## src/rtl/i2c_addr_pkg.sv

```systemverilog
package i2c_addr_pkg;
  localparam int unsigned ADDR_W = 7;
  localparam int unsigned PEC_W  = 8;
  localparam int unsigned STAT_W = PEC_W + 8;

  localparam logic [ADDR_W-1:0] GC_ADDR   = 7'h00;
  localparam logic [ADDR_W-1:0] HOST_ADDR = 7'h08;
  localparam logic [ADDR_W-1:0] DFLT_ADDR = 7'h61;

  typedef struct packed {
    logic dual;
    logic host;
    logic dflt;
    logic gc;
  } match_t;
endpackage

```

## src/rtl/addr_classify.sv

```systemverilog
module addr_classify
  import i2c_addr_pkg::*;
#(
  parameter int unsigned AW = ADDR_W
) (
  input  logic [AW-1:0] addr_i,
  input  logic          valid_i,
  input  logic          pe_i,
  input  logic          gc_en_i,
  input  logic          arp_en_i,
  input  logic          host_type_i,
  input  logic [AW-1:0] own1_i,
  input  logic [AW-1:0] own2_i,
  output logic          hit_o,
  output match_t        kind_o
);
  logic own1_hit, own2_hit;

  always_comb begin
    own1_hit    = (addr_i == own1_i);
    own2_hit    = (addr_i == own2_i) && !own1_hit;
    kind_o.dual = own2_hit;
    kind_o.gc   = gc_en_i && (addr_i == AW'(GC_ADDR));
    kind_o.dflt = arp_en_i && (addr_i == AW'(DFLT_ADDR));
    kind_o.host = arp_en_i && host_type_i && (addr_i == AW'(HOST_ADDR));
    hit_o = pe_i && valid_i &&
            (own1_hit || own2_hit || kind_o.gc || kind_o.dflt || kind_o.host);
  end
endmodule

```

## src/rtl/match_flags.sv

```systemverilog
module match_flags
  import i2c_addr_pkg::*;
(
  input  logic   clk_i,
  input  logic   rst_ni,
  input  logic   pe_i,
  input  logic   start_i,
  input  logic   stop_i,
  input  logic   load_i,
  input  match_t kind_i,
  output match_t flags_o
);
  logic busy_q;
  logic clr;

  // repeated start = start seen while bus already busy
  assign clr = stop_i || (start_i && busy_q) || !pe_i;

  always_ff @(posedge clk_i or negedge rst_ni) begin
    if (!rst_ni)           busy_q <= 1'b0;
    else if (!pe_i)        busy_q <= 1'b0;
    else if (stop_i)       busy_q <= 1'b0;
    else if (start_i)      busy_q <= 1'b1;
  end

  always_ff @(posedge clk_i or negedge rst_ni) begin
    if (!rst_ni)     flags_o <= '0;
    else if (load_i) flags_o <= kind_i;   // new match wins over clear
    else if (clr)    flags_o <= '0;
  end
endmodule

```

## src/rtl/addr_ack.sv

```systemverilog
module addr_ack (
  input  logic clk_i,
  input  logic rst_ni,
  input  logic pe_i,
  input  logic set_i,
  input  logic rd1_i,
  input  logic rd2_i,
  output logic addr_o
);
  logic armed_q;

  always_ff @(posedge clk_i or negedge rst_ni) begin
    if (!rst_ni) begin
      armed_q <= 1'b0;
      addr_o  <= 1'b0;
    end else if (!pe_i) begin
      armed_q <= 1'b0;
      addr_o  <= 1'b0;
    end else begin
      if (rd1_i)      armed_q <= 1'b1;
      else if (rd2_i) armed_q <= 1'b0;
      if (set_i)                 addr_o <= 1'b1;
      else if (rd2_i && armed_q) addr_o <= 1'b0;
    end
  end
endmodule

```

## src/rtl/i2c_addr_status.sv

```systemverilog
module i2c_addr_status
  import i2c_addr_pkg::*;
#(
  parameter int unsigned AW = ADDR_W,
  parameter int unsigned PW = PEC_W,
  localparam int unsigned SW = PW + 8
) (
  input  logic          clk_i,
  input  logic          rst_ni,
  input  logic [AW-1:0] addr_i,
  input  logic          addr_valid_i,
  input  logic          start_i,
  input  logic          stop_i,
  input  logic          pe_i,
  input  logic          gc_en_i,
  input  logic          arp_en_i,
  input  logic          host_type_i,
  input  logic          pec_en_i,
  input  logic [AW-1:0] own_addr1_i,
  input  logic [AW-1:0] own_addr2_i,
  input  logic [PW-1:0] pec_i,
  input  logic          rd_stat1_i,
  input  logic          rd_stat2_i,
  output logic [SW-1:0] status_o,
  output logic          addr_o
);
  logic   hit;
  match_t kind, flags;

  addr_classify #(.AW(AW)) u_cls (
    .addr_i      (addr_i),
    .valid_i     (addr_valid_i),
    .pe_i        (pe_i),
    .gc_en_i     (gc_en_i),
    .arp_en_i    (arp_en_i),
    .host_type_i (host_type_i),
    .own1_i      (own_addr1_i),
    .own2_i      (own_addr2_i),
    .hit_o       (hit),
    .kind_o      (kind)
  );

  match_flags u_flg (
    .clk_i   (clk_i),
    .rst_ni  (rst_ni),
    .pe_i    (pe_i),
    .start_i (start_i),
    .stop_i  (stop_i),
    .load_i  (hit),
    .kind_i  (kind),
    .flags_o (flags)
  );

  addr_ack u_ack (
    .clk_i  (clk_i),
    .rst_ni (rst_ni),
    .pe_i   (pe_i),
    .set_i  (hit),
    .rd1_i  (rd_stat1_i),
    .rd2_i  (rd_stat2_i),
    .addr_o (addr_o)
  );

  assign status_o = {(pec_en_i ? pec_i : {PW{1'b0}}), flags, 4'b0000};
endmodule

```

## config.mk

```make
export PLATFORM = sky130hd
export DESIGN_NAME = i2c_addr_status
export DESIGN_NICKNAME = d
export VERILOG_FILES = /design/src/rtl/i2c_addr_pkg.sv /design/src/rtl/addr_classify.sv /design/src/rtl/match_flags.sv /design/src/rtl/addr_ack.sv /design/src/rtl/i2c_addr_status.sv
export SDC_FILE = /design/constraint.sdc
export NUM_CORES = 1
export LEC_CHECK = 0
export ABC_AREA = 0
export ABC_CLOCK_PERIOD_IN_PS = 950
export BUFFER_PORTS_ARGS = -buffer_cell sky130_fd_sc_hd__buf_2
export CAP_MARGIN = 20
export CORE_UTILIZATION = 36
export CTS_CLUSTER_SIZE = 16
export DETAILED_ROUTE_END_ITERATION = 8
export PLACE_DENSITY = 0.79
export SYNTH_ARGS = -nofsm -noshare
export SYNTH_HDL_FRONTEND = slang
export SYNTH_HIERARCHICAL = 1
export SYNTH_SLANG_ARGS = --single-unit
```

## constraint.sdc

```tcl
create_clock -name clk_i -period 0.95 [get_ports clk_i]
set_input_delay 0 -clock clk_i [delete_from_list [all_inputs] [get_ports clk_i]]
set_output_delay 0 -clock clk_i [all_outputs]
set_load 0.01 [all_outputs]
```

==> flow_results.org <==
** Status
- Run status :: finished with violations
- Violated checks :: DRC, setup timing

** Critical path
- Traced cell by cell, the critical path runs through buf_8, xor2_2, nor4_2, a41o_1, o311a_4, nor2b_1, a32o_1.
- Endpoint kind of the worst setup timing path :: flop
- Category of cells accounting for the largest share of critical-path delay :: compound AO/OA/AOI/OAI gates
- Slowest Stage Delay on Critical Path :: 0.32 ns
- The largest individual stage delay along the critical path comes from the cell sky130_fd_sc_hd__nor4_2.
- Data arrives at the worst endpoint at 1.40 ns.
- STA classifies the critical path startpoint as an input port.
- Together, buffers and inverters on the worst path number 1.
- STA puts the critical path data required time at 1.09 ns.
- Worst setup path category :: input port to flop
- Critical path peak fanout :: 5

** Synth
- Synthesized netlist cell count :: 67
- Averaged over all synthesized cells, the footprint is 9.281 sq um.
- Leading area contributor after synthesis :: sky130_fd_sc_hd__dfrtp_1
- Summing every instance area after synthesis gives 621.8 sq um.
- For this run, the leading register cell type out of synthesis is sky130_fd_sc_hd__dfrtp_1.
- Area contributors post-synth :: sky130_fd_sc_hd__dfrtp_1 (28%), sky130_fd_sc_hd__xnor2_1 (9.9%), sky130_fd_sc_hd__xor2_1 (9.9%), sky130_fd_sc_hd__and2_1 (8.0%), sky130_fd_sc_hd__a32o_1 (6.4%)
- Post-synthesis sequential area ratio :: 0.2817
- Synthesis inferred 7 register bits.
- The Yosys step of the flow raised 6 warnings.
- Synth unique cells :: 26
- Share of flip-flops with an asynchronous set or reset :: 1.000
- Of the post-synthesis cell area, the dominant cell type holds 0.2817.
- Number of enable-type register cells in the synthesized netlist :: 0

** Detailed routing
- Detailed-route wire length per cell :: 14.47 um
- Number of nets still failing antenna checks after routing :: 0
- The first detailed-routing pass took 7 iterations.
- The detailed router placed 828 vias in this run.
- WL final :: 2.200 mm
- For this run, design rule violations remaining after detail routing come to 12.
- In the routed layout, each cell is associated on average with a via count of 5.447.
- DR iter-0 viols :: 70

** STA
- Fin Clk Skew :: 0.002220 ns
- The count of endpoints failing hold in the final timing report came to 0.
- In the post-route analysis, the smallest setup slack over all paths is -0.3106 ns.
- The max-slew violation count was 0.
- For this run, the top clock speed supported by timing is 793.3 MHz.
- The tightest hold path in the finished design has a slack of 0.02982 ns.
- Setup violations remaining at the end of the flow were counted as 5.
- Of the available clock period, the critical path in the final layout requires 1.327.
- Setup repair after global routing missed its margin :: true
- Subtracting the final worst setup slack from the clock period gives 1.261 ns.

** Die
- Total Die Area :: 1897 sq um
- Chip height :: 43.56 um
- For this configuration, the core starts out at a cell density of 0.3989.
- Standard cell core area :: 1559 sq um
- Die width :: 43.56 um
- Row generation in the floorplan step produced 14 rows.
- I/O pins :: 58

** Placed design
- At the end of routability-driven placement, the weighted congestion stood at 0.9116.
- Setup slack at placement :: -0.5781 ns
- Once detailed placement completed, the half-perimeter wirelength came to 1.567 mm.
- Number of buffers inserted by port buffering :: 53
- In this run, placement finished with an instance count of 141.

** Clock network
- Clock root buffer :: sky130_fd_sc_hd__clkbuf_4
- TritonCTS clock tree :: built
- Clock tree synthesis found a total of 7 sinks.
- Clock insertion delay at the later pin of the skew report :: 0.25 ns
- In this run the number of H-tree levels came out at 1.
- Number of clock buffers inserted by TritonCTS :: 3
- Maximum buffer depth of the clock tree :: 2
- After clock tree synthesis, the clock-pin slew on the worst setup and hold paths is 0.05 ns.

** Finish
- Relative to the synthesized area, the layout overhead comes to 80.48%.
- Diodes inserted :: 0
- The finished layout holds 152 standard cells, fillers aside.
- In the final layout, the share of cells above drive strength 1 is 0.5515.
- Nets@finish :: 178
- The layout has 109 filler cells.

** GRT
- Total global routing overflow :: 0
- Largest net degree at the start of global routing :: 9
- In the global route stage, overall resource usage came out at 0.2483.
- The first global-routing pass estimated 3.422 mm of wire.
- The number of antenna violations at the first check in global routing came to 0.
- Number of global-route vias before repair :: 786

** Power
- Power density cells :: 800.6 nW/um^2
- Leakage power total :: 0.5873 nW
- IR analysis of the VDD net gives a maximum drop of 0.0006915 V.

** Min path
- Min-delay worst type :: input port to flop

** Flow run
- Max-cap violations in this run came to 0.
synthesized netlist by cell type, types with 2 or more instances:
library cell / number
sky130_fd_sc_hd__nor2b_1: 5
sky130_fd_sc_hd__nor4_1: 3
sky130_fd_sc_hd__a32o_1: 4
sky130_fd_sc_hd__and2_1: 8
sky130_fd_sc_hd__nor2_1: 2
sky130_fd_sc_hd__nand4_1: 2
sky130_fd_sc_hd__buf_4: 5
sky130_fd_sc_hd__o21a_1: 2
sky130_fd_sc_hd__xor2_1: 7
sky130_fd_sc_hd__dfrtp_1: 7
sky130_fd_sc_hd__xnor2_1: 7
through the flow:
stage | total power (W) | TNS, ns | utilization | instance area, sq um
final | 0.0008985 | -1.415 | 0.7199 | 1122
after global routing | 0.0009523 | -1.630 | 0.7199 | 1122
after global placement | 0.0005554 | -2.558 | 0.6059 | 944.7
after detailed placement | 0.0005644 | -2.814 | 0.6059 | 944.7
after CTS | 0.0008954 | -1.106 | 0.7039 | 1097
after floorplan | 0.0004233 | -1.539 | - | 644.4
sequential cells by signal (all words and copies together), names as in the netlist:
signal / cells
u_ack/addr_o: 1
u_ack/armed_q: 1
u_flg/flags_o: 4
u_flg/busy_q: 1
cell usage in the layout, fill, tap and decap left out, types with 3 or more instances in the layout:
cell and instances:
sky130_fd_sc_hd__buf_2 47, sky130_fd_sc_hd__buf_4 9, sky130_fd_sc_hd__and2_1 8, sky130_fd_sc_hd__dfrtp_1 7
sky130_fd_sc_hd__xnor2_1 7, sky130_fd_sc_hd__xor2_1 6, sky130_fd_sc_hd__conb_1 4, sky130_fd_sc_hd__dlygate4sd3_1 4
sky130_fd_sc_hd__buf_6 4, sky130_fd_sc_hd__nor2b_1 4, sky130_fd_sc_hd__a32o_1 4, sky130_fd_sc_hd__clkbuf_4 3
per-layer routing:
layer	GRT usage	part of all wire	wire, um	vias to the layer above
li1	-	-	-	380
met1	0.2617	0.38	835	388
met2	0.4866	0.54	1190	56
met3	0.03333	0.071	156	4
met4	0.09375	0.0086	19	0
met5	0	0	0	-
logic make-up after synthesis:
| kind of cell | share of synthesized area |
|---|---|
| flip-flops | 0.2817 |
| AND/OR/NAND/NOR | 0.3099 |
| XOR/XNOR | 0.1972 |
| buffers and inverters | 0.06640 |
| AO/OA/AOI/OAI | 0.1388 |
| other | 0.006030 |
worst register-to-register path, stage by stage (launching register included):
cell,delay (ns)
sky130_fd_sc_hd__dfrtp_1,0.37
sky130_fd_sc_hd__nand2_1,0.12
sky130_fd_sc_hd__a32o_1,0.29
timing repair:
| item | 4_1_cts | 5_1_grt |
|---|---|---|
| setup endpoints to repair | 5 | 5 |
| resized for setup | 18 | 4 |
| endpoints found under the hold margin | 10 | 0 |
| pin swaps | 7 | 1 |
| buffers inserted | 1 | 1 |
| gates cloned | 1 | 0 |
| hold buffers | 4 | 0 |
worst paths after layout:
path | to | depth (start not counted) | from | slack, ns
setup / recovery | u_flg/flags_o[1]$_DFFE_PN0P_ | 7 | addr_i[1] | -0.31
hold / removal | u_ack/armed_q$_DFFE_PN0P_ | 2 | pe_i | 0.03
setup reg to reg | u_flg/flags_o[3]$_DFFE_PN0P_ | 2 | u_flg/busy_q$_DFFE_PN0P_ | 0.06
hold reg to reg | u_ack/addr_o$_DFFE_PN0P_ | 1 | u_ack/armed_q$_DFFE_PN0P_ | 0.46
max in group asynchronous | u_flg/flags_o[0]$_DFFE_PN0P_ | 2 | rst_ni | 0.67
min in group asynchronous | u_flg/flags_o[2]$_DFFE_PN0P_ | 2 | rst_ni | 0.11
area by class of cell:
class                           instances  area [sq um]  share of cell area
Tap cell                               16         20.02             0.01784
Timing Repair Buffer                   66         417.9              0.3724
Multi-Input combinational cell         58         479.2              0.4270
Clock buffer                            4         26.28             0.02341
Sequential cell                         7         175.2              0.1561
Inverter                                1         3.754            0.003344
power by group:
group / internal, W / switching, W
Sequential: 0.000303 / 0.00000295
Clock: 0.000161 / 0.000118
Combinational: 0.000172 / 0.000142
Total: 0.000636 / 0.000263
Power figures use the tool's default switching activity.
